--- src/rtl/rate_pkg.sv ---
package rate_pkg;
  localparam int CD_W      = 12;
  localparam int PRE_RATIO = 8;
  localparam int OVS       = 16;
  localparam int PRE_W     = $clog2(PRE_RATIO);
  localparam int OVS_W     = $clog2(OVS);

  typedef enum logic {
    MODE_ASYNC = 1'b0,
    MODE_SYNC  = 1'b1
  } xfer_mode_e;
endpackage

--- src/rtl/rate_prescale.sv ---
module rate_prescale
  import rate_pkg::*;
#(
  parameter int RATIO = PRE_RATIO
) (
  input  logic clk,
  input  logic rst,
  input  logic use_pre,
  output logic en_pre
);
  localparam int CW = (RATIO > 1) ? $clog2(RATIO) : 1;
  localparam logic [CW-1:0] LAST = CW'(RATIO - 1);

  logic          half_q;
  logic [CW-1:0] pcnt;

  always_ff @(posedge clk) begin
    if (rst) half_q <= 1'b0;
    else     half_q <= ~half_q;
  end

  always_ff @(posedge clk) begin
    if (rst || !use_pre) pcnt <= '0;
    else if (half_q)     pcnt <= (pcnt == LAST) ? '0 : pcnt + 1'b1;
  end

  assign en_pre = half_q && (!use_pre || pcnt == LAST);

  assert_pre_gap_R2: assert property (@(posedge clk) disable iff (rst)
    en_pre |=> !en_pre);
endmodule

--- src/rtl/rate_divider.sv ---
module rate_divider
  import rate_pkg::*;
#(
  parameter int W = CD_W
) (
  input  logic         clk,
  input  logic         rst,
  input  logic         en_pre,
  input  logic [W-1:0] cd_in,
  input  logic         pre_in,
  output logic         pre_sh,
  output logic         en_base
);
  logic [W-1:0] cd_sh;
  logic [W-1:0] cnt;
  logic         tog;
  logic         armed;
  logic         en_cd;

  assign en_cd   = en_pre && (cnt == cd_sh);
  assign en_base = en_cd && tog;

  always_ff @(posedge clk) begin
    if (rst) begin
      cd_sh  <= cd_in;
      pre_sh <= pre_in;
      cnt    <= '0;
      tog    <= 1'b0;
      armed  <= 1'b0;
    end else begin
      armed <= 1'b1;
      if (en_pre) cnt <= (cnt == cd_sh) ? '0 : cnt + 1'b1;
      if (en_cd) begin
        tog    <= ~tog;
        cd_sh  <= cd_in;
        pre_sh <= pre_in;
      end
    end
  end

  assert_cnt_bound_R10: assert property (@(posedge clk) disable iff (rst)
    cnt <= cd_sh);
  assert_reload_at_terminal_R10: assert property (@(posedge clk) disable iff (rst || !armed)
    !$stable(cd_sh) |-> $past(en_cd));
endmodule

--- src/rtl/rate_post.sv ---
module rate_post
  import rate_pkg::*;
#(
  parameter int DIV = OVS
) (
  input  logic       clk,
  input  logic       rst,
  input  logic       en_base,
  input  xfer_mode_e mode,
  input  logic       fast,
  input  logic       invert,
  output logic       os_tick,
  output logic       bit_tick,
  output logic       sclk,
  output logic       tmo
);
  localparam int OW = $clog2(DIV);
  localparam logic [OW-1:0] LAST = OW'(DIV - 1);

  logic [OW-1:0] ocnt;
  logic          wrap;
  logic          raw_clk;

  assign wrap = (ocnt == LAST);

  always_ff @(posedge clk) begin
    if (rst) begin
      ocnt     <= '0;
      os_tick  <= 1'b0;
      bit_tick <= 1'b0;
      tmo      <= 1'b0;
    end else begin
      if (en_base) ocnt <= ocnt + 1'b1;
      os_tick  <= en_base;
      bit_tick <= en_base && ((mode == MODE_SYNC) ? ocnt[0] : wrap);
      tmo      <= en_base && (fast || wrap);
    end
  end

  assign raw_clk = (mode == MODE_SYNC) ? ocnt[0] : ocnt[OW-1];
  assign sclk    = raw_clk ^ invert;

  assert_bit_on_os_R4: assert property (@(posedge clk) disable iff (rst)
    bit_tick |-> os_tick);
  assert_os_width_R12: assert property (@(posedge clk) disable iff (rst)
    os_tick |=> !os_tick);
  assert_bit_width_R12: assert property (@(posedge clk) disable iff (rst)
    bit_tick |=> !bit_tick);
endmodule

--- src/rtl/serial_rate_gen.sv ---
module serial_rate_gen
  import rate_pkg::*;
#(
  parameter int DIV_W = CD_W
) (
  input  logic             clk,
  input  logic             rst,
  input  logic [DIV_W-1:0] cd_val,
  input  logic             pre_x8,
  input  logic             sync_mode,
  input  logic             tmr_fast,
  input  logic             tmr_irq_en,
  input  logic             clk_invert,
  input  logic             tmr_ack,
  output logic             os_tick,
  output logic             bit_tick,
  output logic             sclk_out,
  output logic             tmr_irq
);
  logic       pre_sh;
  logic       en_pre;
  logic       en_base;
  logic       tmo;
  xfer_mode_e mode;

  assign mode = sync_mode ? MODE_SYNC : MODE_ASYNC;

  rate_prescale #(.RATIO(PRE_RATIO)) u_pre (
    .clk(clk), .rst(rst), .use_pre(pre_sh), .en_pre(en_pre)
  );

  rate_divider #(.W(DIV_W)) u_div (
    .clk(clk), .rst(rst), .en_pre(en_pre), .cd_in(cd_val),
    .pre_in(pre_x8), .pre_sh(pre_sh), .en_base(en_base)
  );

  rate_post #(.DIV(OVS)) u_post (
    .clk(clk), .rst(rst), .en_base(en_base), .mode(mode),
    .fast(tmr_fast), .invert(clk_invert), .os_tick(os_tick),
    .bit_tick(bit_tick), .sclk(sclk_out), .tmo(tmo)
  );

  always_ff @(posedge clk) begin
    if (rst)                   tmr_irq <= 1'b0;
    else if (tmo && tmr_irq_en) tmr_irq <= 1'b1;
    else if (tmr_ack)          tmr_irq <= 1'b0;
  end

  assert_irq_source_R7: assert property (@(posedge clk) disable iff (rst)
    (!$past(tmr_irq) && tmr_irq) |-> $past(tmo && tmr_irq_en));
  assert_irq_masked_R8: assert property (@(posedge clk) disable iff (rst)
    !tmr_irq_en |=> !$rose(tmr_irq));
  assert_irq_hold_R9: assert property (@(posedge clk) disable iff (rst)
    (tmr_irq && !tmr_ack) |=> tmr_irq);
  assert_irq_clear_R9: assert property (@(posedge clk) disable iff (rst)
    (tmr_irq && tmr_ack && !tmo) |=> !tmr_irq);
endmodule

--- config.mk ---
export PLATFORM = sky130hd
export DESIGN_NAME = serial_rate_gen
export DESIGN_NICKNAME = d
export VERILOG_FILES = /design/src/rtl/rate_pkg.sv /design/src/rtl/rate_prescale.sv /design/src/rtl/rate_divider.sv /design/src/rtl/rate_post.sv /design/src/rtl/serial_rate_gen.sv
export SDC_FILE = /design/constraint.sdc
export NUM_CORES = 1
export LEC_CHECK = 0
export BUFFER_PORTS_ARGS = -buffer_cell sky130_fd_sc_hd__buf_2
export CAP_MARGIN = 25
export CORE_MARGIN = 4
export CORE_UTILIZATION = 56
export CTS_CLUSTER_DIAMETER = 200
export DETAILED_ROUTE_END_ITERATION = 8
export PLACE_DENSITY = 0.78
export SKIP_LAST_GASP = 1
export SYNTH_ARGS = -nofsm -noshare
export SYNTH_HDL_FRONTEND = slang
export SYNTH_SLANG_ARGS = --single-unit
--- constraint.sdc ---
create_clock -name clk -period 2.54 [get_ports clk]
set_input_delay 0.254 -clock clk [delete_from_list [all_inputs] [get_ports clk]]
set_output_delay 0.254 -clock clk [all_outputs]
set_load 0.05 [all_outputs]
==> Word-level counts from Yosys, hierarchy flattened <==
Cells that the tools add are included.
{ "classes": {"bitwise_logic": 3, "n_reduce_logical": 12, "add_sub_neg": 3, "eq_ne": 3, "n_mux": 11} }
{ "op_table": {"columns": ["operator", "n"], "rows": [
  ["$mux 12", 3],
  ["$add 12x1->12 const B", 1],
  ["$eq 12x12->1", 1],
  ["$mux 1", 7],
  ["$logic_and 1x1->1", 6],
  ["$add 4x1->4 const B", 1],
  ["$eq 4x4->1 const B", 1],
  ["$reduce_bool 2->1", 2],
  ["$add 3x1->3 const B", 1],
  ["$eq 3x3->1 const B", 1],
  ["$logic_or 1x1->1", 3],
  ["$mux 3", 1],
  ["$not 1->1", 2],
  ["$logic_not 1->1", 1],
  ["$xor 1x1->1", 1]
]} }
{ "word_totals": {"regBits": 38, "inputBits": 20, "out_inout_bits": 4} }

==> Longest topological paths before layout <==
{ "logic_depth": {"ltp_word": 6, "depth_mapped": 7} }

==> Cells and area by module <==
From an unflattened synthesis, not the netlist that was laid out.
{ "hier_totals": {"cells_unflattened": 144, "hier_area_um2": 1652.8} }
{ "by_module_without_submodules": {"columns": ["module", "n_inst", "seq_area_each_um2", "cells_per_inst", "area_each_um2"], "rows": [
  ["rate_divider", 1, 650.6, 94, 1146.1],
  ["rate_post", 1, 140.1, 28, 285.3],
  ["rate_prescale", 1, 80.1, 18, 182.7],
  ["serial_rate_gen", 1, 20.0, 4, 38.8]
]} }

==> Worst setup path after synthesis <==
No wires, ideal clock.
{ "synth_path": {"path_type": "register -> register", "startpoint": "register u_div.cd_sh[1]", "endpoint": "register u_div.cd_sh[0], enable pin", "setup_slack_ns": 0.738, "stages_incl_launch_ff": 5, "setup_time_ns": 0.314, "synth_period_minus_slack_ns": 1.802, "arrival_ns": 1.488, "path_cell_list": "edfxtp_1 > xnor2_1 > nand4_1 > o41ai_4 > buf_6"} }
{ "synth_between": {"elab_chain_cells": 3} }
{ "synth_lines": {"columns": ["item", "line_no", "rtl"], "rows": [
  ["start, declared", "rate_divider.sv:14", "logic [W-1:0] cd_sh;"],
  ["start signal, assigned", "rate_divider.sv:25", "cd_sh <= cd_in;"],
  ["start signal, assigned", "rate_divider.sv:35", "cd_sh <= cd_in;"],
  ["$eq 12x12->1", "rate_divider.sv:20", "assign en_cd = en_pre && (cnt == cd_sh);"],
  ["$logic_and 1x1->1", "rate_divider.sv:20", null],
  ["$reduce_bool 2->1 (no source line)", null, null]
]} }
Every way passes these cells.
A chain may end at the register's enable or synchronous reset.

==> Worst setup path in the final report <==
{ "layout_path": {"startpoint": "register u_pre.pcnt[0]", "endpoint": "register u_div.pre_sh, enable pin"} }
{ "layout_between": {"elab_chain_cells": 5} }
{ "layout_lines": {"columns": ["item", "line_no", "rtl"], "rows": [
  ["start, declared", "rate_prescale.sv:15", "logic [CW-1:0] pcnt;"],
  ["start signal, assigned", "rate_prescale.sv:24", "else if (half_q) pcnt <= (pcnt == LAST) ? '0 : pcnt + 1'b1;"],
  ["$eq 3x3->1", "rate_prescale.sv:27", "assign en_pre = half_q && (!use_pre || pcnt == LAST);"],
  ["$logic_or 1x1->1", "rate_prescale.sv:27", null],
  ["$logic_and 1x1->1", "rate_prescale.sv:27", null],
  ["$logic_and 1x1->1", "rate_divider.sv:20", null],
  ["$reduce_bool 2->1 (no source line)", null, null],
  ["end signal, assigned", "rate_divider.sv:26", "pre_sh <= pre_in;"],
  ["end signal, assigned", "rate_divider.sv:36", "pre_sh <= pre_in;"],
  ["end, declared", "rate_divider.sv:11", "output logic pre_sh,"]
]} }
Every way passes these cells.

==> flow_metrics.py <==
metrics = {
    "hold_path": {
        "hp-class": "input pin to register",
        "min_from": "cd_val[11]",
        "worstHoldEndpoint": "u_div.cd_sh[11]",
        "hold_depth": 1,
    },
    "grt": {
        "grt_first_pass_wirelength_um": 5710,
        "grt_pass1_vias": 1289,
        "antenna_found_initial": 0,
        "grt_usage_pct": 17.6,
        "grt_max_degree": 26,
        "grt_overflow_total": 0,
    },
    "drt": {
        "drc": 0,
        "wl_per_cell_um": 13.3,
        "wl_um": 3120,
        "dr.pass1.iters": 4,
        "drtIter0Drc": 55,
        "ant_nets": 0,
        "vias": 1276,
        "viasPerCell": 5.43,
    },
    "critical_path": {
        "cpPeakStageDelay_ns": 0.41,
        "reg2reg_from": "u_pre.pcnt[0]",
        "path_buf_inv": 1,
        "regToRegSetupSlack_ns": 0.36,
        "cp.required_ns": 2.58,
        "critPathTopFamily": "simple AND/OR/NAND/NOR gates",
        "cp-startpoint": "u_pre.pcnt[0]",
        "r2r_end": "u_div.pre_sh",
        "crit_path_end_kind": "register",
        "worst_r2r_path_depth": 6,
        "cp.arrival_ns": 2.22,
        "worstSetupStartpointType": "register",
        "cpMostUsedCell": "ha_1",
        "cp_max_fo": 25,
        "cp_slowest_cell": "nand2b_1",
        "crit_path_cell_trace": "ha_1, ha_1, nand2b_1, nand3_1, o41ai_4, buf_12",
        "worst-setup-path-type": "register to register",
    },
    "synthesis": {
        "muxShareOfSynthArea_pct": 4.71,
        "synth_common_cells": "dfxtp_1, edfxtp_1, nand4_1",
        "syn_inst": 165,
        "synth_xor_area_share_pct": 10.6,
        "yosys.area_share.simple_pct": 22.7,
        "synth_ff_type": "dfxtp_1",
        "synth.distinct_cells": 35,
        "async_flop_share_pct": 0,
        "syn_area_um2": 1780,
        "syn_nets": 189,
        "yosys.area.top_type_share_pct": 28.1,
        "ys_seq_area_share_pct": 50.0,
        "synth_edf_count": 13,
        "synth_adder_area_share_pct": 2.81,
        "synth_area_leaders": "dfxtp_1, edfxtp_1, xnor2_1, nand4_1, xor2_1",
        "synth_compound_gate_area_share_pct": 6.60,
        "synthMostInstantiatedCell": "dfxtp_1",
        "synth_warnings": 0,
        "synth_top_cell_by_area": "dfxtp_1",
        "ys_ff_latch": 38,
        "avgSynthCellArea_um2": 10.8,
        "synth_top_family_by_area": "simple AND/OR/NAND/NOR gates",
    },
    "floorplanning": {
        "die_h_um": 64.4,
        "start_util_pct": 58.4,
        "die_w_um": 64.4,
        "num_io_pins": 24,
        "core_um2": 3050,
        "dieArea_um2": 4150,
        "rows": 20,
    },
    "place": {
        "dp_hpwl_um": 2310,
        "port_buffers": 23,
        "gp_congestion": 0.779,
    },
    "timing": {
        "tightest_slew_ns": 0.597,
        "setup_violations": 0,
        "period_needed_ns": 2.18,
        "rsz0062_at_grt": "false",
        "fin_crit_sh_pct": 85.8,
        "fin_setup_tns_ns": 0,
        "fmax_mhz": 459,
        "hold_violations": 0,
        "relSlewSlack_pct": 60.1,
        "fin_skew_ns": 0.00735,
        "slew_viol_final": 0,
    },
    "clock_tree": {
        "cts_tree": "done",
        "clk_pin_slew_ns": 0.11,
        "clock-sinks": 38,
        "cts_setup_buffers": 0,
        "worstSkewPairLatency_ns": 0.33,
        "cts_max_level": 2,
        "clockBufferDepth": 2,
        "cts-root-buf": "clkbuf_4",
        "holdBufCountCts": 0,
        "cts_made_buffers": 5,
        "post_cts_resized": 0,
    },
    "final_layout": {
        "nFillCells": 266,
        "n_antenna_cell": 0,
        "syn2layout_area_growth_pct": 12.9,
        "drive_above_1_share_pct": 25.1,
        "final_nets": 214,
    },
    "run_status": {
        "status": "complete, no violations",
    },
    "power": {
        "p_leak_nw": 0.751,
        "peakVddDrop_v": 0.000387,
        "p_total_mw": 1.12,
        "power_density_nw_per_um2": 559,
    },
    "job": {
        "drv_cap": 0,
    },
}
==> placed cells by master (no fill, tap or decap), types with 6 or more instances in the layout <==
cell type	instances
xor2_1	6
nand3_1	8
dfxtp_1	25
edfxtp_1	13
a21oi_1	6
xnor2_1	10
nand2_1	10
nand4_1	13
nor2_2	6
nor2_1	9
buf_2	23
==> registers in the layout, summed over array words and instances (netlist names) <==
name and count:
u_div.cnt 12, u_pre.pcnt 3, u_div.pre_sh 1, u_div.cd_sh 12, u_pre.half_q 1, u_post.ocnt 4
tmr_irq 1, u_post.os_tick 1, u_post.bit_tick 1, u_div.tog 1, u_post.tmo 1
==> logic make-up after synthesis <==
| logic type | Yosys count |
|---|---|
| AND/OR/NAND/NOR | 72 |
| flip-flops | 38 |
| XOR/XNOR | 19 |
| AO/OA/AOI/OAI | 16 |
| buffers and inverters | 8 |
| multiplexers | 8 |
| adder cells (fa/ha/maj) | 4 |
==> how the worst max path moves through the flow <==
stage | to | slack (ns) | cells after the start
floorplan | u_div.cd_sh[0] | 0.74 | 4
global placement | u_div.cd_sh[6] | 0.49 | 6
detailed placement | u_div.cd_sh[9] | 0.38 | 6
CTS | u_div.pre_sh | 0.36 | 6
global route | u_div.cnt[11] | 0.18 | 6
finish | u_div.pre_sh | 0.36 | 6
==> report_power, final <==
group	switching [mW]	total (mW)	internal (mW)
combinational	0.0415	0.0744	0.0329
sequential	0.0142	0.659	0.645
clock	0.187	0.391	0.204
==> routing by layer <==
metal	routed length [um]	global-route usage, %	up-vias	share of wire [%]
met3	171	4.39	6	5.5
met2	1570	29.4	43	50
met1	1330	21.3	583	42
li1	-	-	644	-
met4	51	8.18	0	1.6
met5	0	0	-	0
==> final cells by class <==
class                      count  area, um^2  area share (%)
clock buffer                   5        37.5            1.87
timing repair buffer          24         135            6.72
inverter                       2        7.51           0.373
tap                           44        55.1            2.74
clock inverter                 3        40.0            1.99
multi-input combinational    119         845            42.0
sequential                    38         891            44.3
==> metrics by stage <==
stage               hold slack (ns)  cell area (um^2)  setup slack [ns]  cells  utilization [%]
global placement              0.431              1930             0.492    227             63.3
detailed placement            0.432              1930             0.384    227             63.3
CTS                          0.0697              2010             0.358    235             65.9
floorplan                     0.353              1780             0.738    165                -
global route                 0.0662              2010             0.175    235             65.9
finish                       0.0874              2010             0.361    235             65.9
Note: power is estimated with default switching activity, not from simulation.
